File: src/rtl/link_pm_pkg.sv
package link_pm_pkg;

    localparam int STATE_W = 3;

    typedef enum logic [STATE_W-1:0] {
        PM_RESET   = 3'd0,
        PM_READY   = 3'd1,
        PM_ACTIVE  = 3'd2,
        PM_LINGER  = 3'd3,
        PM_SLEEP   = 3'd4,
        PM_SUSPEND = 3'd5
    } pm_state_e;

endpackage

File: src/rtl/link_pm_req_dec.sv
module link_pm_req_dec
    import link_pm_pkg::*;
(
    input  pm_state_e              cur_state,
    input  logic                   req_valid,
    input  logic [STATE_W-1:0]     req_code,
    output logic                   accept,
    output logic                   reject
);

    logic legal;

    // Legal pairs of (current state, requested code)
    always_comb begin
        legal = 1'b0;
        unique case (cur_state)
            PM_RESET:   legal = 1'b0;
            PM_READY:   legal = (req_code == PM_ACTIVE);
            PM_ACTIVE:  legal = (req_code == PM_SUSPEND);
            PM_LINGER:  legal = (req_code == PM_ACTIVE) || (req_code == PM_SUSPEND);
            PM_SLEEP:   legal = (req_code == PM_ACTIVE) || (req_code == PM_SUSPEND);
            PM_SUSPEND: legal = (req_code == PM_ACTIVE);
            default:    legal = 1'b0;
        endcase
    end

    assign accept = req_valid && legal;
    // Requests in RESET are blocked at the gate and never flagged
    assign reject = req_valid && !legal && (cur_state != PM_RESET);

endmodule

File: src/rtl/link_pm_idle_timer.sv
module link_pm_idle_timer #(
    parameter int CNT_W = 16
) (
    input  logic             clk,
    input  logic             rst_n,
    input  logic             timed,
    input  logic             link_active,
    input  logic             restart,
    input  logic [CNT_W-1:0] limit,
    output logic             expire
);

    localparam int SUM_W = CNT_W + 1;

    logic [CNT_W-1:0] cnt;
    logic [SUM_W-1:0] cnt_inc;

    assign cnt_inc = {1'b0, cnt} + {{CNT_W{1'b0}}, 1'b1};
    // cnt_inc is the number of inactive cycles including this one; limit 0 acts as 1
    assign expire  = timed && !link_active && (cnt_inc >= {1'b0, limit});

    always_ff @(posedge clk or negedge rst_n) begin
        if (!rst_n) begin
            cnt <= '0;
        end else if (!timed || link_active || restart) begin
            cnt <= '0;
        end else begin
            cnt <= cnt_inc[CNT_W-1:0];
        end
    end

endmodule

File: src/rtl/link_pm_fsm.sv
module link_pm_fsm
    import link_pm_pkg::*;
(
    input  logic               clk,
    input  logic               rst_n,
    input  logic               init_done,
    input  logic               accept,
    input  logic [STATE_W-1:0] req_code,
    input  logic               link_active,
    input  logic               expire,
    output pm_state_e          state,
    output pm_state_e          state_nxt,
    output logic               chg,
    output logic               timed,
    output logic               gate,
    output logic               lp
);

    // State register
    always_ff @(posedge clk or negedge rst_n) begin
        if (!rst_n) begin
            state <= PM_RESET;
        end else begin
            state <= state_nxt;
        end
    end

    // Next state: an accepted request takes precedence over autonomous moves
    always_comb begin
        state_nxt = state;
        unique case (state)
            PM_RESET: begin
                if (init_done) state_nxt = PM_READY;
            end
            PM_READY: begin
                if (accept) state_nxt = pm_state_e'(req_code);
            end
            PM_ACTIVE: begin
                if (accept)      state_nxt = pm_state_e'(req_code);
                else if (expire) state_nxt = PM_LINGER;
            end
            PM_LINGER: begin
                if (accept)           state_nxt = pm_state_e'(req_code);
                else if (link_active) state_nxt = PM_ACTIVE;
                else if (expire)      state_nxt = PM_SLEEP;
            end
            PM_SLEEP, PM_SUSPEND: begin
                if (accept) state_nxt = pm_state_e'(req_code);
            end
            default: state_nxt = PM_RESET;
        endcase
    end

    assign chg = (state_nxt != state);

    // Per-state outputs
    always_comb begin
        timed = 1'b0;
        gate  = 1'b0;
        lp    = 1'b0;
        unique case (state)
            PM_RESET:             gate  = 1'b1;
            PM_READY:             ;
            PM_ACTIVE, PM_LINGER: timed = 1'b1;
            PM_SLEEP, PM_SUSPEND: lp    = 1'b1;
            default:              gate  = 1'b1;
        endcase
    end

endmodule

File: src/rtl/link_pm_evt.sv
module link_pm_evt
    import link_pm_pkg::*;
(
    input  logic               clk,
    input  logic               rst_n,
    input  logic               chg,
    input  pm_state_e          state_nxt,
    input  logic               reject,
    output logic               evt_valid,
    output logic [STATE_W-1:0] evt_state,
    output logic               err_sticky
);

    always_ff @(posedge clk or negedge rst_n) begin
        if (!rst_n) begin
            evt_valid  <= 1'b0;
            evt_state  <= '0;
            err_sticky <= 1'b0;
        end else begin
            evt_valid <= chg;
            if (chg) evt_state <= state_nxt;
            if (reject) err_sticky <= 1'b1;
        end
    end

endmodule

File: src/rtl/link_pm_ctrl.sv
module link_pm_ctrl
    import link_pm_pkg::*;
#(
    parameter int IDLE_W = 16
) (
    input  logic              clk,
    input  logic              rst_n,
    input  logic              init_done,
    input  logic              req_valid,
    input  logic [2:0]        req_code,
    input  logic              link_active,
    input  logic [IDLE_W-1:0] idle_limit,
    output logic [2:0]        state_o,
    output logic              host_gate,
    output logic              lp_en,
    output logic              evt_valid,
    output logic [2:0]        evt_state,
    output logic              err_sticky
);

    pm_state_e state;
    pm_state_e state_nxt;
    logic      chg;
    logic      timed;
    logic      accept;
    logic      reject;
    logic      expire;

    link_pm_req_dec u_dec (
        .cur_state (state),
        .req_valid (req_valid),
        .req_code  (req_code),
        .accept    (accept),
        .reject    (reject)
    );

    link_pm_idle_timer #(.CNT_W(IDLE_W)) u_timer (
        .clk         (clk),
        .rst_n       (rst_n),
        .timed       (timed),
        .link_active (link_active),
        .restart     (chg),
        .limit       (idle_limit),
        .expire      (expire)
    );

    link_pm_fsm u_fsm (
        .clk         (clk),
        .rst_n       (rst_n),
        .init_done   (init_done),
        .accept      (accept),
        .req_code    (req_code),
        .link_active (link_active),
        .expire      (expire),
        .state       (state),
        .state_nxt   (state_nxt),
        .chg         (chg),
        .timed       (timed),
        .gate        (host_gate),
        .lp          (lp_en)
    );

    link_pm_evt u_evt (
        .clk        (clk),
        .rst_n      (rst_n),
        .chg        (chg),
        .state_nxt  (state_nxt),
        .reject     (reject),
        .evt_valid  (evt_valid),
        .evt_state  (evt_state),
        .err_sticky (err_sticky)
    );

    assign state_o = state;

endmodule

File: config.mk
export PLATFORM = sky130hd
export DESIGN_NAME = link_pm_ctrl
export DESIGN_NICKNAME = d
export VERILOG_FILES = /design/src/rtl/link_pm_pkg.sv /design/src/rtl/link_pm_req_dec.sv /design/src/rtl/link_pm_idle_timer.sv /design/src/rtl/link_pm_fsm.sv /design/src/rtl/link_pm_evt.sv /design/src/rtl/link_pm_ctrl.sv
export SDC_FILE = /design/constraint.sdc
export NUM_CORES = 1
export LEC_CHECK = 0
export BUFFER_PORTS_ARGS = -buffer_cell sky130_fd_sc_hd__buf_2
export CAP_MARGIN = 20
export CORE_MARGIN = 2
export CORE_UTILIZATION = 56
export DETAILED_ROUTE_END_ITERATION = 8
export MAX_ROUTING_LAYER = met4
export PLACE_DENSITY = 0.8
export SLEW_MARGIN = 20
export SYNTH_ARGS = -nofsm -noshare
export SYNTH_HDL_FRONTEND = slang
export SYNTH_SLANG_ARGS = --single-unit
File: constraint.sdc
create_clock -name clk -period 4.1 [get_ports clk]
set_input_delay 0.615 -clock clk [delete_from_list [all_inputs] [get_ports clk]]
set_output_delay 0.615 -clock clk [all_outputs]
set_load 0.005 [all_outputs]
==> summary.txt, run 1 <==
Run status
  • Outcome: completed

Yosys
  • Top cells by count, synth: 25 x nand2_1, 24 x dfrtp_1, 22 x inv_1, 22 x nor2_1, 17 x ha_1
  • Adder-Cell Fraction of Synth Area: 11.2%
  • Biggest area consumer among synthesized cells: dfrtp_1
  • Seq/Total Area, Yosys: 31.7%
  • Yosys warns: 0
  • Number of library cell types mapped by synthesis: 49
  • Post-synthesis compound-gate area fraction: around 18%
  • Most common cell in the netlist: nand2_1
  • Synth async-reset ratio: 100%
  • Synth area leaders: dfrtp_1 32%, ha_1 11%, nand2_1 5.0%
  • Gate count of the mapped netlist: around 220
  • Synth top area share: 31.7%
  • Post-synthesis cell area: 1890 um2
  • Largest family of logic cells by synthesized area: simple AND/OR/NAND/NOR gates
  • Syn avg cell area: 8.65 um2
  • Simple-Gate Fraction of Synth Area: around a quarter
  • Syn_nets: between 200 and 300
  • EDFF count, synth: 0
  • Seq cells post-synth: 24
  • Mux share of post-synthesis cell area: 0.793%
  • Main synth FF type: dfrtp_1
  • Synth Area in XOR/XNOR: around 6.5%

Worst setup path
  • Worst flop-to-flop path startpoint: u_timer.cnt[0]$_DFF_PN0_
  • Max incr delay on CP: around 0.47 ns
  • Setup Crit Path Kind: reg2reg
  • Worst path cell trace: ha_1 > nand3_1 > nor3_4 > and3_1 > xor2_1 > ha_1 > a21oi_1 > o21ai_0 > o21bai_1 > and3_1 > a31o_1 > nand2_1 > a21boi_4 > mux2_4
  • Worst EP required: 4.33 ns
  • Critical path origin: u_timer.cnt[0]$_DFF_PN0_
  • CP Capture Type: register
  • R2R depth: 14
  • Slowest cell on crit path: dfrtp_1
  • Critical path startpoint category: register
  • Critical Path Sink: u_evt.evt_state[2]$_DFFE_PN0P_
  • Crit path arrival time: 3.99 ns
  • Critical-path maximum fanout: 9
  • R2R Setup Slk: ~0.34 ns
  • R2R Path End: u_evt.evt_state[2]$_DFFE_PN0P_

GRT
  • Maximum number of pins on one net before global-route repair: 25
  • Global route total overflow: 0
  • Vias in the first global route: 1,608
  • Antenna violations before repair: 0
  • GRT Overall Usage: 24.4%
  • First-pass GRT wire length: 7410 um

Timing
  • Fin. Hold Viols: 0
  • Final Skew: 0.0148 ns
  • Worst-Margin Slew: around 0.68 ns
  • Final period util: approximately nine tenths
  • Rel. slew slack: 54.7%
  • Setup TNS: 0 ns
  • Final setup violating endpoints: 0
  • RSZ-0062 raised after global routing: false
  • Min cycle time layout: 3.76 ns
  • F_max: 0.266 GHz
  • Pins over their slew limit: 0

Route
  • Post-route ant nets: 0
  • Vias: 1,677
  • Wire per inst: between 10 and 15 um
  • DRC: 0
  • Drt first pass iters: 4
  • Via/cell ratio: 5.63
  • DRT iter0 DRCs: roughly 180
  • DRT Wirelength: 4160 um

Worst hold path
  • Hold WC Path Type: in2async

Power
  • Peak VDD IR: 413 uV
  • Total power: about 0.00086 W
  • PwrDens: 400 nW/um2
  • P_leak: about 1.1 nW

Layout
  • Finished Cell Area: 2160 um2
  • Nets: 294
  • Layout cells sized above 1: 21.0%
  • # diodes: 0
  • Syn-to-layout area delta: 14.0%

Place
  • Placed cell area: around 2100 um2
  • Port Buffers: 33
  • Gpl congestion: 0.880
  • Detailed Place HPWL: 3260 um

Clock network
  • Maximum root-to-sink buffer count: 2
  • CTS tree: done
  • Insertion delay to the later sink of the worst-skew pair: 0.33 ns
  • # clock sinks: 24
  • # hold bufs at CTS: 0
  • Clk slew on worst S/H paths: 0.14 ns
  • Setup bufs post-CTS: 0
  • Clock root cell: clkbuf_4
  • Cts bufs inserted: 3
  • Post-CTS Resized: 0
  • Max H-tree Level: 1

Floorplanning
  • Die Area: roughly 3900 um2
  • Die width: 62.2 um
  • Placeable Area: 3280 um2
  • Ports: 34
  • Initial core utilization: 57.7%
  • Num rows: 21
  • Die height: 62.2 um

Job
  • Max-cap violations: 0
==> cell families (layout without fill, tap and decap cells) <==
group	after synthesis	in the layout
and+or+nand+nor	92	92
DFF	24	24
buffers and inverters	28	61
muxes	1	1
adders and majority gates	17	17
AOI/OAI and AO/OA	43	43
xor gates and xnor gates	14	14
==> power by group <==
group | total (W) | switching, W | leakage, nW | internal (W)
registers | 0.000312 | 0.0000423 | 0.319 | 0.000269
logic | 0.000379 | 0.000213 | 0.777 | 0.000167
clock network | 0.000173 | 0.0000744 | 0.0279 | 0.0000989
==> worst min-delay path by stage <==
stage	from	end	slack, ns
3_3_place_gp	u_evt.err_sticky$_DFFE_PN0P_	u_evt.err_sticky$_DFFE_PN0P_	0.45
3_5_place_dp	u_evt.err_sticky$_DFFE_PN0P_	u_evt.err_sticky$_DFFE_PN0P_	0.45
2_1_floorplan	rst_n	u_evt.err_sticky$_DFFE_PN0P_	0.32
4_1_cts	rst_n	u_evt.err_sticky$_DFFE_PN0P_	0.25
6_report	rst_n	u_evt.err_sticky$_DFFE_PN0P_	0.24
5_1_grt	rst_n	u_evt.err_sticky$_DFFE_PN0P_	0.28
==> final cells by class <==
type,count,area [um2]
sequential,24,601
timing repair buffer,35,180
clock buffer,3,22.5
multi-input combinational,167,1190
inverter,22,82.6
fill,303,1120
clock inverter,1,30.0
tap,46,57.6
==> layer usage <==
metal,up-vias,global-route usage (%),part of all wire [%]
met2,31,39.0,48
met5,-,-,0
met3,6,4.35,3.3
met1,802,33.0,47
li1,838,-,-
met4,0,4.44,0.96
==> per-stage QoR <==
stage               hold WS [ns]  worst slack (ns)  instances  utilization [%]
floorplan                  0.319             0.747        219                -
global route               0.276            0.0329        298             65.8
CTS                        0.254             0.270        298             65.5
finish                     0.244             0.342        298             65.8
global placement           0.453             0.359        294             63.9
detailed placement         0.452             0.285        294             63.9
==> flip-flops by register name (all words and copies together), names as in the netlist <==
register and count:
u_evt.evt_state 3, u_evt.err_sticky 1, u_evt.evt_valid 1, u_fsm.state 3, u_timer.cnt 16
==> cell usage in the layout, fill, tap and decap left out, types with 2 or more instances in the layout <==
cell      instances
o21bai_1          2
nor4_1            2
xor2_1            5
nor2b_1           3
a21oi_1           9
ha_1             17
o21ai_0           7
nand4_1           9
a211oi_1          3
nand2b_1          2
a221oi_1          2
nor2_1           22
a21o_1            3
nand3_1           9
clkbuf_4          3
buf_4             2
dfrtp_1          24
nor3_1            4
nor3_4            2
inv_1            22
xnor2_1           9
buf_2            33
and2_1            3
and3_1            4
nand2_1          25
==> worst max-delay path, delay by kind of cell, from the launching register on <==
family | cells | cell delay, ns
and+or+nand+nor | 5 | 1.12
AOI/OAI and AO/OA | 5 | 1.00
adders and majority gates | 2 | 0.54
DFF | 1 | 0.47
muxes | 1 | 0.33
xor gates and xnor gates | 1 | 0.22
Note: power is estimated with default switching activity, not from simulation.
==> run 2, diff against run 1 <==
==> constraint.sdc (replaced) <==
create_clock -name clk -period 4.15 [get_ports clk]
set_input_delay 0.83 -clock clk [delete_from_list [all_inputs] [get_ports clk]]
set_output_delay 0.83 -clock clk [all_outputs]
set_load 0.005 [all_outputs]
==> run 2 against run 1 <==
  * Combinational power grew 2%
  * Highest routed layer unchanged
  * Clock-buffer cell count is the same
  * Setup slack gained 0.045 ns
  * Clock power shrank 41%
  * Sequential power shrank 2%
  * Largest power group unchanged
  * Power shrank 7.7%
  * Critical endpoint unchanged
  * Wire length shrank 0.43%
  * Global-route usage shrank 0.67 points
  * Die area is the same
  * Largest cell class unchanged
  * Core utilization shrank 0.69 points
  * Final cell count is the same
  * Critical path depth is the same
==> summary.txt, run 2 (synthesis results as in run 1) <==
Run status
  • Outcome: completed

Worst setup path
  • Worst flop-to-flop path startpoint: u_timer.cnt[0]$_DFF_PN0_
  • Worst path cell trace: ha_1 > nand3_1 > nor3_4 > and3_1 > xor2_1 > ha_1 > a21oi_1 > o21ai_0 > o21bai_1 > and3_1 > a31o_1 > nand2_1 > a21boi_4 > mux2_4
  • Worst EP required: 4.36 ns (+0.03 ns)
  • CP Capture Type: register
  • R2R Setup Slk: 0.39 ns (+0.04 ns)
  • Critical-path maximum fanout: 5 (-4)
  • Crit path arrival time: 3.97 ns (-0.02 ns)
  • Setup Crit Path Kind: reg2reg
  • R2R Path End: u_evt.evt_state[2]$_DFFE_PN0P_
  • Max incr delay on CP: 0.45 ns (-0.02 ns)
  • R2R depth: 14 (unchanged)
  • Critical path startpoint category: register
  • Slowest cell on crit path: dfrtp_1

Floorplanning
  • Die width: 62.2 um (unchanged)
  • Num rows: 21 (unchanged)
  • Initial core utilization: 57.7% (unchanged)
  • Die Area: 3860 um2 (unchanged)
  • Die height: 62.2 um (unchanged)
  • Placeable Area: 3280 um2 (unchanged)
  • Ports: 34 (unchanged)

Clock network
  • Maximum root-to-sink buffer count: 2 (unchanged)
  • Clock root cell: clkbuf_4
  • Cts bufs inserted: 3 (unchanged)
  • # clock sinks: 24 (unchanged)
  • Clk slew on worst S/H paths: 0.13 ns (about the same)
  • Max H-tree Level: 1 (unchanged)
  • Insertion delay to the later sink of the worst-skew pair: 0.32 ns (about the same)
  • # hold bufs at CTS: 0 (unchanged)
  • CTS tree: done

Route
  • DRT iter0 DRCs: 75 (-59%)
  • Drt first pass iters: 4 (unchanged)
  • Vias: 1,656 (-1.3%)
  • DRT Wirelength: 4140 um (-0.43%)
  • Post-route ant nets: 0 (unchanged)
  • Via/cell ratio: 5.56 (-1.3%)
  • Wire per inst: 13.9 um (-0.43%)
  • DRC: 0 (unchanged)

Place
  • Port Buffers: 33 (unchanged)
  • Post-Place Worst Slack: 0.282 ns (-0.00288 ns)
  • Gpl congestion: 0.864 (-1.8%)
  • Detailed Place HPWL: 3220 um (-1.2%)
  • Placed cell area: 2100 um2 (unchanged)

Layout
  • Reg with most FFs: u_timer.cnt
  • Area of the multi-input gates: 1190 um2 (unchanged)
  • Biggest regs: u_timer.cnt: 16 flops, u_evt.evt_state: 3 flops, u_fsm.state: 3 flops
  • Layout cells sized above 1: 21.0% (unchanged)
  • Commonest cells after routing, fill and taps aside: 33 x buf_2, 25 x nand2_1, 24 x dfrtp_1
  • Finished Cell Area: 2140 um2 (-1.0%)
  • Fill count: 305 (+0.66%)
  • Syn-to-layout area delta: 12.8%
  • # diodes: 0 (unchanged)
  • Commonest non-fill, non-tap cell in the layout: buf_2
  • Register area: 601 um2 (unchanged)
  • Nets: 295 (+0.34%)
  • Max reg flops: 16 (unchanged)

Timing
  • RSZ-0062 raised after global routing: false
  • Fin. Hold Viols: 0 (unchanged)
  • Setup TNS: 0 ns (unchanged)
  • Final setup violating endpoints: 0 (unchanged)
  • Min cycle time layout: 3.76 ns (+0.00549 ns)
  • Setup ws final: 0.386 ns (+0.0445 ns)
  • Worst-Margin Slew: 0.648 ns (-0.0290 ns)
  • F_max: 0.266 GHz (-0.15%)
  • Rel. slew slack: 56.6% (+1.9 points)
  • Final Skew: 0.00620 ns (-0.00859 ns)
  • Pins over their slew limit: 0 (unchanged)
  • Final period util: 90.7% (-0.97 points)

Worst hold path
  • Hold WC Path Type: in2async

Job
  • Max-cap violations: 0 (unchanged)

Power
  • P_leak: 1.12 nW (-0.82%)
  • Peak VDD IR: 291 uV (-30%)
  • PwrDens: 373 nW/um2 (-6.8%)

GRT
  • GRT Overall Usage: 23.7% (-0.67 points)
  • Antenna violations before repair: 0 (unchanged)
  • Global route total overflow: 0 (unchanged)
  • Vias in the first global route: 1,573 (-2.2%)
  • Maximum number of pins on one net before global-route repair: 25 (unchanged)
  • First-pass GRT wire length: 7180 um (-3.2%)
## run 2: cell count changes in the layout (fill, tap and decap cells not counted)
cell       change
bufinv_16      -1
buf_4          +1
## run 2: what timing repair did
item,4_1_cts,5_1_grt
setup endpoints to repair,0,10
resized for setup,0,1
buffers inserted,0,1
## run 2: final cells by class
cell class	count	share of cell area (%)
Sequential cell	24	28.1
Timing Repair Buffer	36	8.78
Inverter	22	3.86
Tap cell	46	2.69
Multi-Input combinational cell	167	55.5
Clock buffer	3	1.05
## run 2: worst max-delay path by stage
stage | depth (start not counted) | end | startpoint
floorplan | 13 | u_evt.evt_state[2]$_DFFE_PN0P_ | u_timer.cnt[0]$_DFF_PN0_
global placement | 14 | u_evt.evt_state[2]$_DFFE_PN0P_ | u_timer.cnt[0]$_DFF_PN0_
detailed placement | 14 | u_evt.evt_state[2]$_DFFE_PN0P_ | u_timer.cnt[0]$_DFF_PN0_
CTS | 14 | u_evt.evt_state[2]$_DFFE_PN0P_ | u_timer.cnt[0]$_DFF_PN0_
global route | 14 | u_evt.evt_state[1]$_DFFE_PN0P_ | u_timer.cnt[0]$_DFF_PN0_
finish | 14 | u_evt.evt_state[2]$_DFFE_PN0P_ | u_timer.cnt[0]$_DFF_PN0_
## run 2: per-layer routing
metal	track usage [%]	vias up	wire (um)
met5	-	-	0
met4	9.17	0	98
met3	2.36	11	135
met2	37.5	28	1920
met1	31.7	778	1990
li1	-	839	-
## run 2: through the flow
| stage | hold WS (ns) | total power (W) | instances | util [%] |
|---|---|---|---|---|
| global placement | 0.452 | 0.000671 | 294 | 63.9 |
| finish | 0.476 | 0.000797 | 298 | 65.1 |
| CTS | 0.481 | 0.000780 | 297 | 64.6 |
| detailed placement | 0.452 | 0.000677 | 294 | 63.9 |
| floorplan | 0.466 | 0.000575 | 219 | - |
| global route | 0.501 | 0.000854 | 298 | 65.1 |
## run 2: worst max-delay path, delay by kind of cell, from the launching register on
family          cells  cell delay, ns
mux                 1            0.31
xor+xnor            1            0.22
compound gates      5            0.96
fa+ha+maj           2            0.55
simple gates        5            1.15
flops               1            0.45
## run 2: report_power, final
group	leakage, nW	switching, W	total (W)	internal [W]
clock network	0.0138	0.0000681	0.000102	0.0000340
logic	0.782	0.000214	0.000388	0.000175
registers	0.319	0.0000409	0.000307	0.000266
==> run 3, diff against run 2 <==
--- a/config.mk
+++ b/config.mk
@@ -8,11 +8,12 @@
 export BUFFER_PORTS_ARGS = -buffer_cell sky130_fd_sc_hd__buf_2
 export CAP_MARGIN = 20
 export CORE_MARGIN = 2
-export CORE_UTILIZATION = 56
+export CORE_UTILIZATION = 55
 export DETAILED_ROUTE_END_ITERATION = 8
 export MAX_ROUTING_LAYER = met4
-export PLACE_DENSITY = 0.8
+export PLACE_DENSITY = 0.79
 export SLEW_MARGIN = 20
 export SYNTH_ARGS = -nofsm -noshare
 export SYNTH_HDL_FRONTEND = slang
+export SYNTH_HIERARCHICAL = 1
 export SYNTH_SLANG_ARGS = --single-unit
==> run 3 against run 2 <==
  * Synthesized cell count decreased by 11%
  * First-iteration DRC count shrank 16%
  * Clock skew grew 0.0027 ns
  * Worst hold slack is essentially flat
  * Final cell count is 7.7% lower
  * Non-clock buffer count grew 2
  * Cell area fell by 4.1%
  * Combinational power decreased by 18%
  * Maximum frequency shrank 1.5%
  * Critical endpoint is now u_evt/evt_state[0]$_DFFE_PN0P_
  * Largest cell class unchanged
  * Largest power group is now sequential cells
  * Highest routed layer unchanged
==> summary.txt, run 3 <==
Power
  • Net Switching: 0.000276 W (-14%)
  • Internal Pwr Total: 0.000474 W (-0.17%)
  • Switching Fraction: 36.8% (-3.7 points)
  • Clock network power share: 13.7% (+0.9 points)
  • Peak VDD IR: 409 uV (+40%)
  • P_leak: 0.990 nW (-11%)
  • Seq pwr share: 44.0% (+5.5 points)
  • Combinational power share: 42.3% (-6.4 points)
  • PwrDens: 366 nW/um2 (-1.9%)

Clock network
  • Clk slew on worst S/H paths: 0.14 ns (about the same)
  • Cts bufs inserted: 3 (unchanged)
  • CTS tree: done
  • Clock root cell: clkbuf_4
  • Max H-tree Level: 1 (unchanged)
  • # hold bufs at CTS: 0 (unchanged)
  • # clock sinks: 24 (unchanged)
  • Insertion delay to the later sink of the worst-skew pair: 0.31 ns (about the same)
  • Maximum root-to-sink buffer count: 2 (unchanged)

Place
  • Gpl congestion: 0.850 (-1.6%)
  • Detailed Place HPWL: 2780 um (-14%)
  • Port Buffers: 33 (unchanged)

Layout
  • Reg with most FFs: u_timer/cnt
  • Commonest cells after routing, fill and taps aside: 33 x buf_2, 24 x dfrtp_1, 19 x inv_1
  • Nets: 274 (-7.1%)
  • Commonest non-fill, non-tap cell in the layout: buf_2
  • Layout cells sized above 1: 23.4% (+2.3 points)
  • Syn-to-layout area delta: 16.6%
  • Max reg flops: 16 (unchanged)
  • Fill count: 269 (-12%)
  • Biggest regs: u_timer/cnt: 16 flops, u_evt/evt_state: 3 flops, u_fsm/state: 3 flops
  • # diodes: 0 (unchanged)

Worst setup path
  • R2R depth: 17 (+3)
  • Critical-path maximum fanout: 5 (unchanged)
  • Critical path depth: 17 (+3)
  • Setup Crit Path Kind: reg2reg
  • Slowest cell on crit path: dfrtp_1
  • Crit path arrival time: 4.03 ns (+0.06 ns)
  • CP Capture Type: register
  • Worst flop-to-flop path startpoint: u_timer/cnt[0]$_DFF_PN0_
  • Worst Path Buf+Inv: 1 (+1)
  • Max incr delay on CP: 0.43 ns (-0.02 ns)
  • Critical path origin: u_timer/cnt[0]$_DFF_PN0_
  • R2R Setup Slk: 0.33 ns (-0.06 ns)
  • Worst path cell trace: ha_1 > and4_1 > and3_4 > and4_4 > xor2_2 > ha_1 > nand3_1 > nor3_2 > o31ai_1 > a41oi_2 > nor2_1 > o21ai_1 > o21ai_0 > or3_1 > nand4_1 > buf_4 > mux2_2
  • Cell family with most CP delay: simple AND/OR/NAND/NOR gates
  • Critical path startpoint category: register
  • Worst EP required: 4.35 ns (about the same)
  • Most frequent CP cell: ha_1

Yosys
  • Yosys warns: 6 (+6)
  • Synth top area share: 34.2% (+2.5 points)
  • Number of library cell types mapped by synthesis: 45 (-8.2%)
  • Seq/Total Area, Yosys: 34.2% (+2.5 points)
  • Syn avg cell area: 9.06 um2 (+4.8%)
  • Main synth FF type: dfrtp_1
  • Synth async-reset ratio: 100% (unchanged)
  • Post-synthesis cell area: 1760 um2 (-7.2%)
  • Seq cells post-synth: 24 (unchanged)
  • Synth area leaders: dfrtp_1 34%, ha_1 12%, nor2b_1 6.4%
  • Syn_nets: 235 (-9.6%)
  • Gate count of the mapped netlist: 194 (-11%)
  • Top cells by count, synth: 24 x dfrtp_1, 19 x inv_1, 18 x nor2b_1
  • EDFF count, synth: 0 (unchanged)
  • Most common cell in the netlist: dfrtp_1
  • Biggest area consumer among synthesized cells: dfrtp_1

Timing
  • Final setup violating endpoints: 0 (unchanged)
  • F_max: 0.262 GHz (-1.5%)
  • Min cycle time layout: 3.82 ns (+0.0582 ns)
  • Fin. Hold Viols: 0 (unchanged)
  • RSZ-0062 raised after global routing: false
  • WHS: 0.475 ns (-0.000189 ns)
  • Final Skew: 0.00894 ns (+0.00275 ns)
  • Final period util: 92.1% (+1.4 points)
  • Pins over their slew limit: 0 (unchanged)
  • Rel. slew slack: 63.8% (+7.2 points)
  • Setup TNS: 0 ns (unchanged)
  • Worst-Margin Slew: 0.543 ns (-0.105 ns)

GRT
  • Antenna violations before repair: 0 (unchanged)
  • GR Util met3: 3.20% (+0.84 points)
  • Maximum number of pins on one net before global-route repair: 25 (unchanged)
  • Vias in the first global route: 1,378 (-12%)
  • Gr busiest metal: met2
  • GRT Overall Usage: 23.0% (-0.66 points)
  • GR Layer Usage met2: 35.4% (-2.1 points)
  • GR Layer Usage met1: 32.8% (+1.1 points)
  • First-pass GRT wire length: 6210 um (-13%)
  • Global route total overflow: 0 (unchanged)

Route
  • Wire per inst: 13.3 um (-4.5%)
  • DRC: 0 (unchanged)
  • DRT Wirelength: 3650 um (-12%)
  • Vias: 1,450 (-12%)
  • Post-route ant nets: 0 (unchanged)
  • DRT iter0 DRCs: 63 (-16%)
  • Drt first pass iters: 4 (unchanged)
  • Via/cell ratio: 5.27 (-5.1%)

Job
  • Max-cap violations: 0 (unchanged)

Floorplanning
  • Die Area: 3660 um2 (-5.2%)
  • Num rows: 20 (-4.8%)
  • Die width: 60.5 um (-2.6%)
  • Placeable Area: 3050 um2 (-7.0%)
  • Die height: 60.5 um (-2.6%)
  • Initial core utilization: 57.6% (-0.094 points)
  • Ports: 34 (unchanged)

Run status
  • Outcome: completed

Worst hold path
  • Hold WC Path Type: in2async
-- run 3: changes by cell type in the layout (fill, tap and decap cells not counted), sizes merged, moves of 4 or more --
cell   before  now
nor2       22   12
nand2      25   10
nor2b       3   18
nor3        6    2
o21ai       7   11
-- run 3: final cells by class --
cell class | count | area, um2 | area share [%]
multi-input cells | 147 | 1080 | 52.9
flip-flops and latches | 24 | 601 | 29.3
repair buffers | 38 | 215 | 10.5
inverters | 19 | 71.3 | 3.48
well taps | 44 | 55.1 | 2.69
clock buffers | 3 | 22.5 | 1.10
-- run 3: what timing repair did --
item | 4_1_cts | 5_1_grt
gates resized for setup | 0 | 3
setup endpoints to repair | 0 | 19
setup buffers | 0 | 4
-- run 3: power groups by stage --
stage	logic [W]	registers [W]	clock network, W
after floorplan	0.000194	0.000312	0
after global placement	0.000265	0.000334	0
after detailed placement	0.000276	0.000334	0
after CTS	0.000279	0.000330	0.000106
after global routing	0.000351	0.000339	0.000115
final	0.000317	0.000330	0.000103
-- run 3: cells by family (layout without fill, tap and decap cells) --
family	after synthesis	after routing	synth area share, %
adder cells (fa/ha/maj)	17	17	12.1
AND/OR/NAND/NOR	77	77	26.0
flip-flops	24	24	34.2
multiplexers	4	4	2.49
XOR/XNOR	14	14	7.40
AO/OA/AOI/OAI	35	35	12.8
buffers and inverters	23	60	4.98
-- run 3: path summary, 6_finish.rpt --
kind / to
min in group clk: u_evt/err_sticky$_DFFE_PN0P_
max: u_evt/evt_state[0]$_DFFE_PN0P_
max in group asynchronous: u_fsm/state[0]$_DFF_PN0_
max reg2reg: u_evt/evt_state[0]$_DFFE_PN0P_
min reg2reg: u_evt/err_sticky$_DFFE_PN0P_
min: u_timer/cnt[14]$_DFF_PN0_
-- run 3: per-stage QoR --
stage | instances | setup slack (ns) | power [W] | util (%) | area (um2)
global route | 275 | 0.0222 | 0.000805 | 67.1 | 2050
CTS | 271 | 0.0254 | 0.000714 | 65.2 | 1990
detailed placement | 268 | 0.0444 | 0.000610 | 64.5 | 1970
floorplan | 194 | 0.341 | 0.000507 | - | 1760
global placement | 268 | 0.189 | 0.000600 | 64.5 | 1970
finish | 275 | 0.328 | 0.000750 | 67.1 | 2050
-- run 3: routing by layer --
layer | wire (um) | vias to the layer above
met2 | 1620 | 44
met4 | 31 | 0
met5 | 0 | -
met1 | 1820 | 648
li1 | - | 754
met3 | 186 | 4
